## src/rtl/bitop_pkg.sv

```systemverilog
package bitop_pkg;
    localparam int DATA_W = 8;
    localparam int IDX_W  = $clog2(DATA_W);

    typedef enum logic [2:0] {
        OP_SET   = 3'd0,
        OP_CLR   = 3'd1,
        OP_INV   = 3'd2,
        OP_TST   = 3'd3,
        OP_CAND  = 3'd4,
        OP_CIAND = 3'd5,
        OP_COR   = 3'd6,
        OP_CIOR  = 3'd7
    } bitop_op_e;

    typedef struct packed {
        logic c_we;
        logic c_val;
        logic z_we;
        logic z_val;
        logic wb;
        logic err;
    } bitop_ctl_t;
endpackage

```

## src/rtl/bitop_index_sel.sv

```systemverilog
module bitop_index_sel #(
    parameter int DATA_W = 8,
    parameter int IDX_W  = $clog2(DATA_W)
) (
    input  logic [IDX_W-1:0]  imm_idx,
    input  logic [DATA_W-1:0] reg_byte,
    input  logic              use_reg,
    input  logic [DATA_W-1:0] operand,
    output logic [IDX_W-1:0]  idx,
    output logic              sel_bit
);
    always_comb begin
        idx     = use_reg ? reg_byte[IDX_W-1:0] : imm_idx;
        sel_bit = operand[idx];
    end
endmodule

```

## src/rtl/bitop_bit_rewrite.sv

```systemverilog
module bitop_bit_rewrite
    import bitop_pkg::*;
#(
    parameter int DATA_W = 8,
    parameter int IDX_W  = $clog2(DATA_W)
) (
    input  bitop_op_e         op,
    input  logic [IDX_W-1:0]  idx,
    input  logic [DATA_W-1:0] operand,
    output logic [DATA_W-1:0] rewritten
);
    for (genvar g = 0; g < DATA_W; g++) begin : g_bit
        logic hit;
        assign hit = (idx == IDX_W'(g));
        always_comb begin
            unique case (op)
                OP_SET:  rewritten[g] = hit ? 1'b1 : operand[g];
                OP_CLR:  rewritten[g] = hit ? 1'b0 : operand[g];
                OP_INV:  rewritten[g] = operand[g] ^ hit;
                default: rewritten[g] = operand[g];
            endcase
        end
    end
endmodule

```

## src/rtl/bitop_flag_eval.sv

```systemverilog
module bitop_flag_eval
    import bitop_pkg::*;
(
    input  bitop_op_e  op,
    input  logic       sel_bit,
    input  logic       use_reg,
    input  logic       c_in,
    output bitop_ctl_t ctl
);
    always_comb begin
        ctl = '0;
        unique case (op)
            OP_SET, OP_CLR, OP_INV: ctl.wb = 1'b1;
            OP_TST: begin
                ctl.z_we  = 1'b1;
                ctl.z_val = ~sel_bit;
            end
            OP_CAND: begin
                ctl.c_we  = 1'b1;
                ctl.c_val = c_in & sel_bit;
            end
            OP_COR: begin
                ctl.c_we  = 1'b1;
                ctl.c_val = c_in | sel_bit;
            end
            OP_CIAND, OP_CIOR: begin
                if (use_reg) begin
                    ctl.err = 1'b1;
                end else begin
                    ctl.c_we  = 1'b1;
                    ctl.c_val = (op == OP_CIAND) ? (c_in & ~sel_bit)
                                                 : (c_in | ~sel_bit);
                end
            end
        endcase
    end
endmodule

```

## src/rtl/bitop_unit.sv

```systemverilog
module bitop_unit
    import bitop_pkg::*;
#(
    parameter int DATA_W = bitop_pkg::DATA_W,
    parameter int IDX_W  = $clog2(DATA_W)
) (
    input  logic              clk,
    input  logic              rst,
    input  logic              valid_i,
    input  logic [2:0]        op_i,
    input  logic [DATA_W-1:0] operand_i,
    input  logic [IDX_W-1:0]  imm_bit_i,
    input  logic [DATA_W-1:0] reg_bit_i,
    input  logic              use_reg_i,
    input  logic              c_i,
    output logic [DATA_W-1:0] result_o,
    output logic              wb_o,
    output logic              c_o,
    output logic              z_o,
    output logic              err_o
);
    bitop_op_e         op;
    logic [IDX_W-1:0]  idx;
    logic              sel_bit;
    logic [DATA_W-1:0] rewritten;
    bitop_ctl_t        ctl;

    assign op = bitop_op_e'(op_i);

    bitop_index_sel #(.DATA_W(DATA_W), .IDX_W(IDX_W)) u_idx (
        .imm_idx  (imm_bit_i),
        .reg_byte (reg_bit_i),
        .use_reg  (use_reg_i),
        .operand  (operand_i),
        .idx      (idx),
        .sel_bit  (sel_bit)
    );

    bitop_bit_rewrite #(.DATA_W(DATA_W), .IDX_W(IDX_W)) u_rw (
        .op        (op),
        .idx       (idx),
        .operand   (operand_i),
        .rewritten (rewritten)
    );

    bitop_flag_eval u_flag (
        .op      (op),
        .sel_bit (sel_bit),
        .use_reg (use_reg_i),
        .c_in    (c_i),
        .ctl     (ctl)
    );

    always_ff @(posedge clk) begin
        if (rst) begin
            result_o <= '0;
            wb_o     <= 1'b0;
            c_o      <= 1'b0;
            z_o      <= 1'b0;
            err_o    <= 1'b0;
        end else if (valid_i) begin
            result_o <= ctl.wb ? rewritten : operand_i;
            wb_o     <= ctl.wb;
            err_o    <= ctl.err;
            if (ctl.c_we) c_o <= ctl.c_val;
            if (ctl.z_we) z_o <= ctl.z_val;
        end else begin
            wb_o  <= 1'b0;
            err_o <= 1'b0;
        end
    end
endmodule

```

## config.mk

```make
export PLATFORM = sky130hd
export DESIGN_NAME = bitop_unit
export DESIGN_NICKNAME = d
export VERILOG_FILES = /design/src/rtl/bitop_pkg.sv /design/src/rtl/bitop_index_sel.sv /design/src/rtl/bitop_bit_rewrite.sv /design/src/rtl/bitop_flag_eval.sv /design/src/rtl/bitop_unit.sv
export SDC_FILE = /design/constraint.sdc
export NUM_CORES = 1
export LEC_CHECK = 0
export CORE_MARGIN = 1
export CORE_UTILIZATION = 51
export CTS_BUF_LIST = sky130_fd_sc_hd__clkbuf_4 sky130_fd_sc_hd__clkbuf_8 sky130_fd_sc_hd__clkbuf_16
export CTS_CLUSTER_SIZE = 10
export DETAILED_ROUTE_END_ITERATION = 6
export DONT_BUFFER_PORTS = 1
export PLACE_DENSITY = 0.66
export SLEW_MARGIN = 20
export SYNTH_ARGS = -nofsm -noshare
export SYNTH_HDL_FRONTEND = slang
export SYNTH_SLANG_ARGS = --single-unit
```

## constraint.sdc

```tcl
create_clock -name clk -period 4.2 [get_ports clk]
set_input_delay 0.21 -clock clk [delete_from_list [all_inputs] [get_ports clk]]
set_output_delay 0.21 -clock clk [all_outputs]
set_load 0.02 [all_outputs]
```

==> results.toml, run 1 <==
[outcome]
status = "complete, no violations"

[timing]
max_freq_mhz = 672.5
fin_setup_tns_ns = 0
clock_skew_ns = 0
rsz0062_at_grt = "false"
whs_ns = 0.01629
report.final.slew_viol_count = 0
slew_headroom_pct = 64.73
finalSetupViolations = 0
hold_viol_final = 0
period_needed_ns = 1.487
fin_crit_sh_pct = 35.41
worstMarginPinSlew_ns = 0.5144

[run]
drv_cap = 0

[min_path]
hold_class = "input pin to flop"
hold_depth = 1
min_from = "rst"
hold_end = "result_o[0]"

[grt]
grt_pass1_vias = 1006
antenna_found_initial = 0
grt_use_total_pct = 21.89
grt_first_pass_wirelength_microns = 4367
overflow = 0
grt_max_degree = 21

[setup_path]
cp.arrival_ns = 1.63
critPathMaxFanout = 14
end_kind = "flop"
critical_path_class = "input pin to flop"
reg2reg_slack_ns = 3.14
r2r-start = "c_o"
critPathLaunchType = "input pin"
regToRegEndpoint = "c_o"
reg2reg_depth = 3
cp.required_ns = 4.35

[power]
seqPwrFrac_pct = 48.9
p_int_mw = 0.1960
p_switching_mw = 0.08071
clock_power_share_pct = 23.2
ir_drop_v = 0.0001900
pwr-share-comb_pct = 28.0
p_leak_nw = 0.5250
switching_share_pct = 29.17
power.density_mw_per_mm2 = 220.0

[layout]
layout-drive-gt1-share_pct = 8.392
syn_to_final_growth_pct = 1.107
regArea_sq_um = 240.2
multiInputGateArea_sq_um = 885.9
nFillCells = 225
antenna_cells = 0
utilization_pct = 55.77
nets = 188

[cts]
cts_buffers = 3
clkTransAtPathRegs_ns = 0.06
cts_sinks = 12
clock_latency_ns = 0.26
htreeDepth = 1
ctsResizeCount = 0
post_cts_buffers = 0
cts_hold_buf = 0
clockBufferDepth = 2
clock-root-buffer = "clkbuf_4"
cts_tree = "done"

[synth]
yosysWarnings = 0
netlist_area_sq_mm = 0.001244
synth_top_area_cell = "dfxtp_1"
syn-num-nets = 193
synth_cell_types = 37
synth-seq-cells = 12
synth_seq_area_share_pct = 19.32
syn-mean-instance-area_sq_um = 8.291
postSynthCellCount = 150
synth_area_leaders = "dfxtp_1 19%, ha_1 16%, mux2i_1 8.0%"
netlist.area_leader.share_pct = 19.32

[floorplan]
initial_core_util_pct = 55.16
design.die.area_sq_mm = 0.002640
row_count = 17
fp.dieH_microns = 51.38
ios = 39
core_sq_mm = 0.002255
die_w_microns = 51.38

[drt]
drt-met1-wl_microns = 1206
vias = 1040
top_layer_used = "met4"
wirelength_microns = 2661
first_iter_violations = 16
dr_wl_met3_microns = 159
ant_nets = 0
wire_per_inst_microns = 15.56
dr.pass1.iters = 4
route.detailed.drc = 0
met2_length_microns = 1280
avgViaCountPerCell = 6.082

[placement]
portBuffers = 0
place.gp.congestion = 0.8042
dp_hpwl_microns = 2035
## synth_stat cells (all sizes together)
| cell | number |
|---|---|
| o22a | 8 |
| and2b | 1 |
| mux2 | 2 |
| nand2 | 12 |
| o221ai | 8 |
| nand4b | 1 |
| dfxtp | 12 |
| a32o | 1 |
| a21oi | 13 |
| nor3 | 6 |
| inv | 17 |
| o21ai | 2 |
| and3b | 1 |
| o2111a | 1 |
| or2 | 2 |
| a2bb2oi | 1 |
| nor2b | 1 |
| o211ai | 1 |
| nor3b | 1 |
| a22o | 1 |
| mux2i | 10 |
| buf | 4 |
| a31oi | 3 |
| clkbuf | 7 |
| nand2b | 10 |
| ha | 16 |
| o2111ai | 1 |
| o22ai | 1 |
| nor2 | 5 |
| a32oi | 1 |
## layout by cell type (no fill, tap or decap), types with 2 or more instances in the layout
| cell | instances |
|---|---|
| clkbuf_4 | 3 |
| a31oi_2 | 2 |
| o22a_1 | 8 |
| a21oi_1 | 12 |
| nand2_1 | 12 |
| mux2_4 | 2 |
| or2_1 | 2 |
| mux2i_1 | 10 |
| inv_1 | 16 |
| o221ai_1 | 8 |
| nor2_1 | 4 |
| nor3_1 | 6 |
| nand2b_1 | 10 |
| ha_1 | 16 |
| dfxtp_1 | 12 |
## through the flow
step           cells  area (sq um)  setup WS [ns]  power, mW
2_1_floorplan    150          1244          2.560     0.2145
3_3_place_gp     167          1225          2.466     0.2108
3_5_place_dp     167          1225          2.452     0.2142
4_1_cts          170          1247          2.743     0.2796
5_1_grt          171          1257          2.574     0.2977
6_report         171          1257          2.713     0.2767
## worst max path at each step
stage,slack [ns],from,endpoint
5_1_grt,2.57,use_reg_i,result_o[0]
3_5_place_dp,2.45,use_reg_i,result_o[0]
2_1_floorplan,2.56,reg_bit_i[0],result_o[0]
3_3_place_gp,2.47,use_reg_i,result_o[1]
4_1_cts,2.74,use_reg_i,result_o[1]
6_report,2.71,use_reg_i,result_o[0]
## worst max-delay path: stages
cell and delay [ns]:
mux2i_1 0.45, nand2_1 0.17, ha_1 0.31, o22a_1 0.21, o221ai_1 0.19, a21oi_1 0.09
## routing by layer
| metal | global-route usage (%) | vias up |
|---|---|---|
| li1 | - | 524 |
| met1 | 26.96 | 487 |
| met2 | 38.10 | 27 |
| met3 | 2.976 | 2 |
| met4 | 8.108 | 0 |
| met5 | 0 | - |
## area by class of cell
cell class | instances | share of cell area, %
inverter | 17 | 5.075
timing repair buffer | 1 | 0.7960
tap | 28 | 2.786
clock buffer | 3 | 1.791
multi-input combinational | 110 | 70.45
sequential | 12 | 19.10
## cell families (layout without fill, tap and decap cells)
kind of cell	Yosys count	count (layout)	synth area share [%]
buf+inv	28	21	9.456
mux	12	12	10.46
fa+ha+maj	16	16	16.10
flops	12	12	19.32
compound gates	42	42	27.77
simple gates	40	40	16.90
## power by group through the flow
stage / registers, mW / clock network (mW) / logic, mW
floorplan: 0.137 / 0 / 0.0779
global placement: 0.138 / 0 / 0.0732
detailed placement: 0.138 / 0 / 0.0765
CTS: 0.135 / 0.0672 / 0.0771
global route: 0.136 / 0.0730 / 0.0886
finish: 0.135 / 0.0641 / 0.0774
## flip-flops by register name (all words and copies together), names as in the netlist
register	cells
z_o	1
result_o	8
c_o	1
wb_o	1
err_o	1
(Power assumes the default switching activity.)
==> inputs of run 2 (changes only) <==
Settings changed: ABC_AREA set to 1, PLACE_DENSITY 0.66 to 0.69.
Clock period 4.2 ns to 1.3 ns, I/O delays scaled along.
==> run 2 against run 1 <==
  * The run now ends with hold timing left
  * Worst setup slack lost 2.6 ns
  * First-iteration DRC count up 6.3%
  * Wire length rose by 1.8%
  * Cell area rose by 3.7%
  * Critical path depth fell by 2
  * Via count up 11%
  * Synthesized cell count rose by 12%
  * Flip-flop and latch count is the same
  * Largest cell class unchanged
  * Highest routed layer is now met3
==> results.toml, run 2 <==
[drt]
route.detailed.drc = 0
wire_per_inst_microns = 12.77
dr.pass1.iters = 4
ant_nets = 0
wirelength_microns = 2708
vias = 1155
avgViaCountPerCell = 5.448
first_iter_violations = 17

[cts]
post_cts_buffers = 0
cts_sinks = 12
clkTransAtPathRegs_ns = 0.07
cts_tree = "done"
clock-root-buffer = "clkbuf_4"
clock_latency_ns = 0.27
htreeDepth = 1
clockBufferDepth = 2
cts_buffers = 3

[layout]
top_register = "result_o"
syn_to_final_growth_pct = 19.63
nets = 229
final_cell_mix = "47 x nand2_1, 21 x inv_1, 16 x ha_1"
antenna_cells = 0
layout_commonest_cell = "nand2_1"
layout-drive-gt1-share_pct = 11.89
largest_reg_flops = 8

[floorplan]
initial_core_util_pct = 54.99
ios = 39
row_count = 16
design.die.area_sq_mm = 0.002326
die_w_microns = 48.23
core_sq_mm = 0.001982
fp.dieH_microns = 48.23

[grt]
grt_first_pass_wirelength_microns = 4043
grt_pass1_vias = 1017
antenna_found_initial = 0
grt_use_total_pct = 24.77
grt_max_degree = 16
overflow = 0

[timing]
fin_ws_ns = 0.1139
clock_skew_ns = 0
whs_ns = -0.001614
max_freq_mhz = 843.1
finalSetupViolations = 0
worstMarginPinSlew_ns = 0.4327
report.final.slew_viol_count = 0
rsz0062_at_grt = "false"
period_needed_ns = 1.186
hold_viol_final = 2
fin_crit_sh_pct = 91.24
slew_headroom_pct = 71.06

[synth]
syn-num-nets = 211
synth_seq_area_share_pct = 22.04
netlist_area_sq_mm = 0.001090
postSynthCellCount = 168
synth_area_leaders = "dfxtp_1 22%, ha_1 18%, nand2_1 16%"
ys.flop_type = "dfxtp_1"
synth_cell_types = 22
synth_edf_count = 0
synthArstFlopShare_pct = 0
netlist.area_leader.share_pct = 22.04
synth_top_area_cell = "dfxtp_1"
ys_top_cells_by_count = "47 x nand2_1, 21 x inv_1, 16 x ha_1"
synth-seq-cells = 12
syn-mean-instance-area_sq_um = 6.487
yosysMostFrequentCell = "nand2_1"
yosysWarnings = 0

[power]
p_leak_nw = 0.6167
power.density_mw_per_mm2 = 780.7
ir_drop_v = 0.0007362

[setup_path]
reg2reg_depth = 4
critical_path_class = "input pin to flop"
cp.arrival_ns = 1.38
cp.required_ns = 1.50
critPathMaxFanout = 4
critPathLaunchType = "input pin"
end_kind = "flop"

[outcome]
status = "finished, violations left"
violations = "hold timing"

[placement]
place.gp.congestion = 0.9250
pre_cts_ws_ns = -0.1401
portBuffers = 0
dp_hpwl_microns = 2099

[min_path]
hold_class = "input pin to flop"
hold_depth = 2

[run]
drv_cap = 0
run 2: worst paths after layout:
path | slack [ns] | from | to
max | 0.11 | op_i[0] | err_o
max reg2reg | 0.49 | c_o | c_o
min reg2reg | 0.63 | result_o[5] | result_o[5]
min | -0.002 | op_i[2] | z_o
run 2: final cells by class:
cell class              instances  area (sq um)
clock buffers                   4         36.28
flip-flops and latches         12         240.2
fillers                       195         678.2
inverters                      23         86.33
multi-input cells             129         762.0
repair buffers                 17         145.1
well taps                      27         33.78
run 2: through the flow:
| step | power (mW) | setup TNS [ns] | utilization (%) | cell area (sq um) | std cells |
|---|---|---|---|---|---|
| floorplan | 0.6396 | 0 | - | 1094 | 168 |
| global placement | 0.6977 | -0.3929 | 59.91 | 1187 | 201 |
| detailed placement | 0.7075 | -0.6805 | 59.91 | 1187 | 201 |
| CTS | 1.019 | 0 | 65.28 | 1294 | 212 |
| global route | 1.088 | 0 | 65.78 | 1304 | 212 |
| finish | 1.018 | 0 | 65.78 | 1304 | 212 |
run 2: repair_timing:
item / in CTS / in global routing
gates resized for setup: 0 / 2
hold buffers: 7 / 0
endpoints found under the hold margin: 11 / 0
setup endpoints to repair: 0 / 3
run 2: cell families after synthesis:
kind of cell | after synthesis | share of synthesized area (%)
fa+ha+maj | 16 | 18.37
buf+inv | 27 | 9.300
compound gates | 40 | 22.04
simple gates | 73 | 28.24
flops | 12 | 22.04
run 2: where the power goes:
group	total [mW]	internal [mW]	switching (mW)
combinational	0.291	0.124	0.166
sequential	0.435	0.392	0.0433
clock	0.292	0.170	0.122
total	1.02	0.686	0.331
run 2: worst max-delay path, stage by stage:
cell and delay (ns):
dlygate4sd3_1 0.54, nand2_1 0.07, dlygate4sd3_1 0.55, nor3_1 0.15
run 2: routing by layer:
layer,track usage (%),wire (microns)
met4,1.667,0
met1,28.38,1194
met5,0,0
met2,46.93,1331
met3,7.037,182
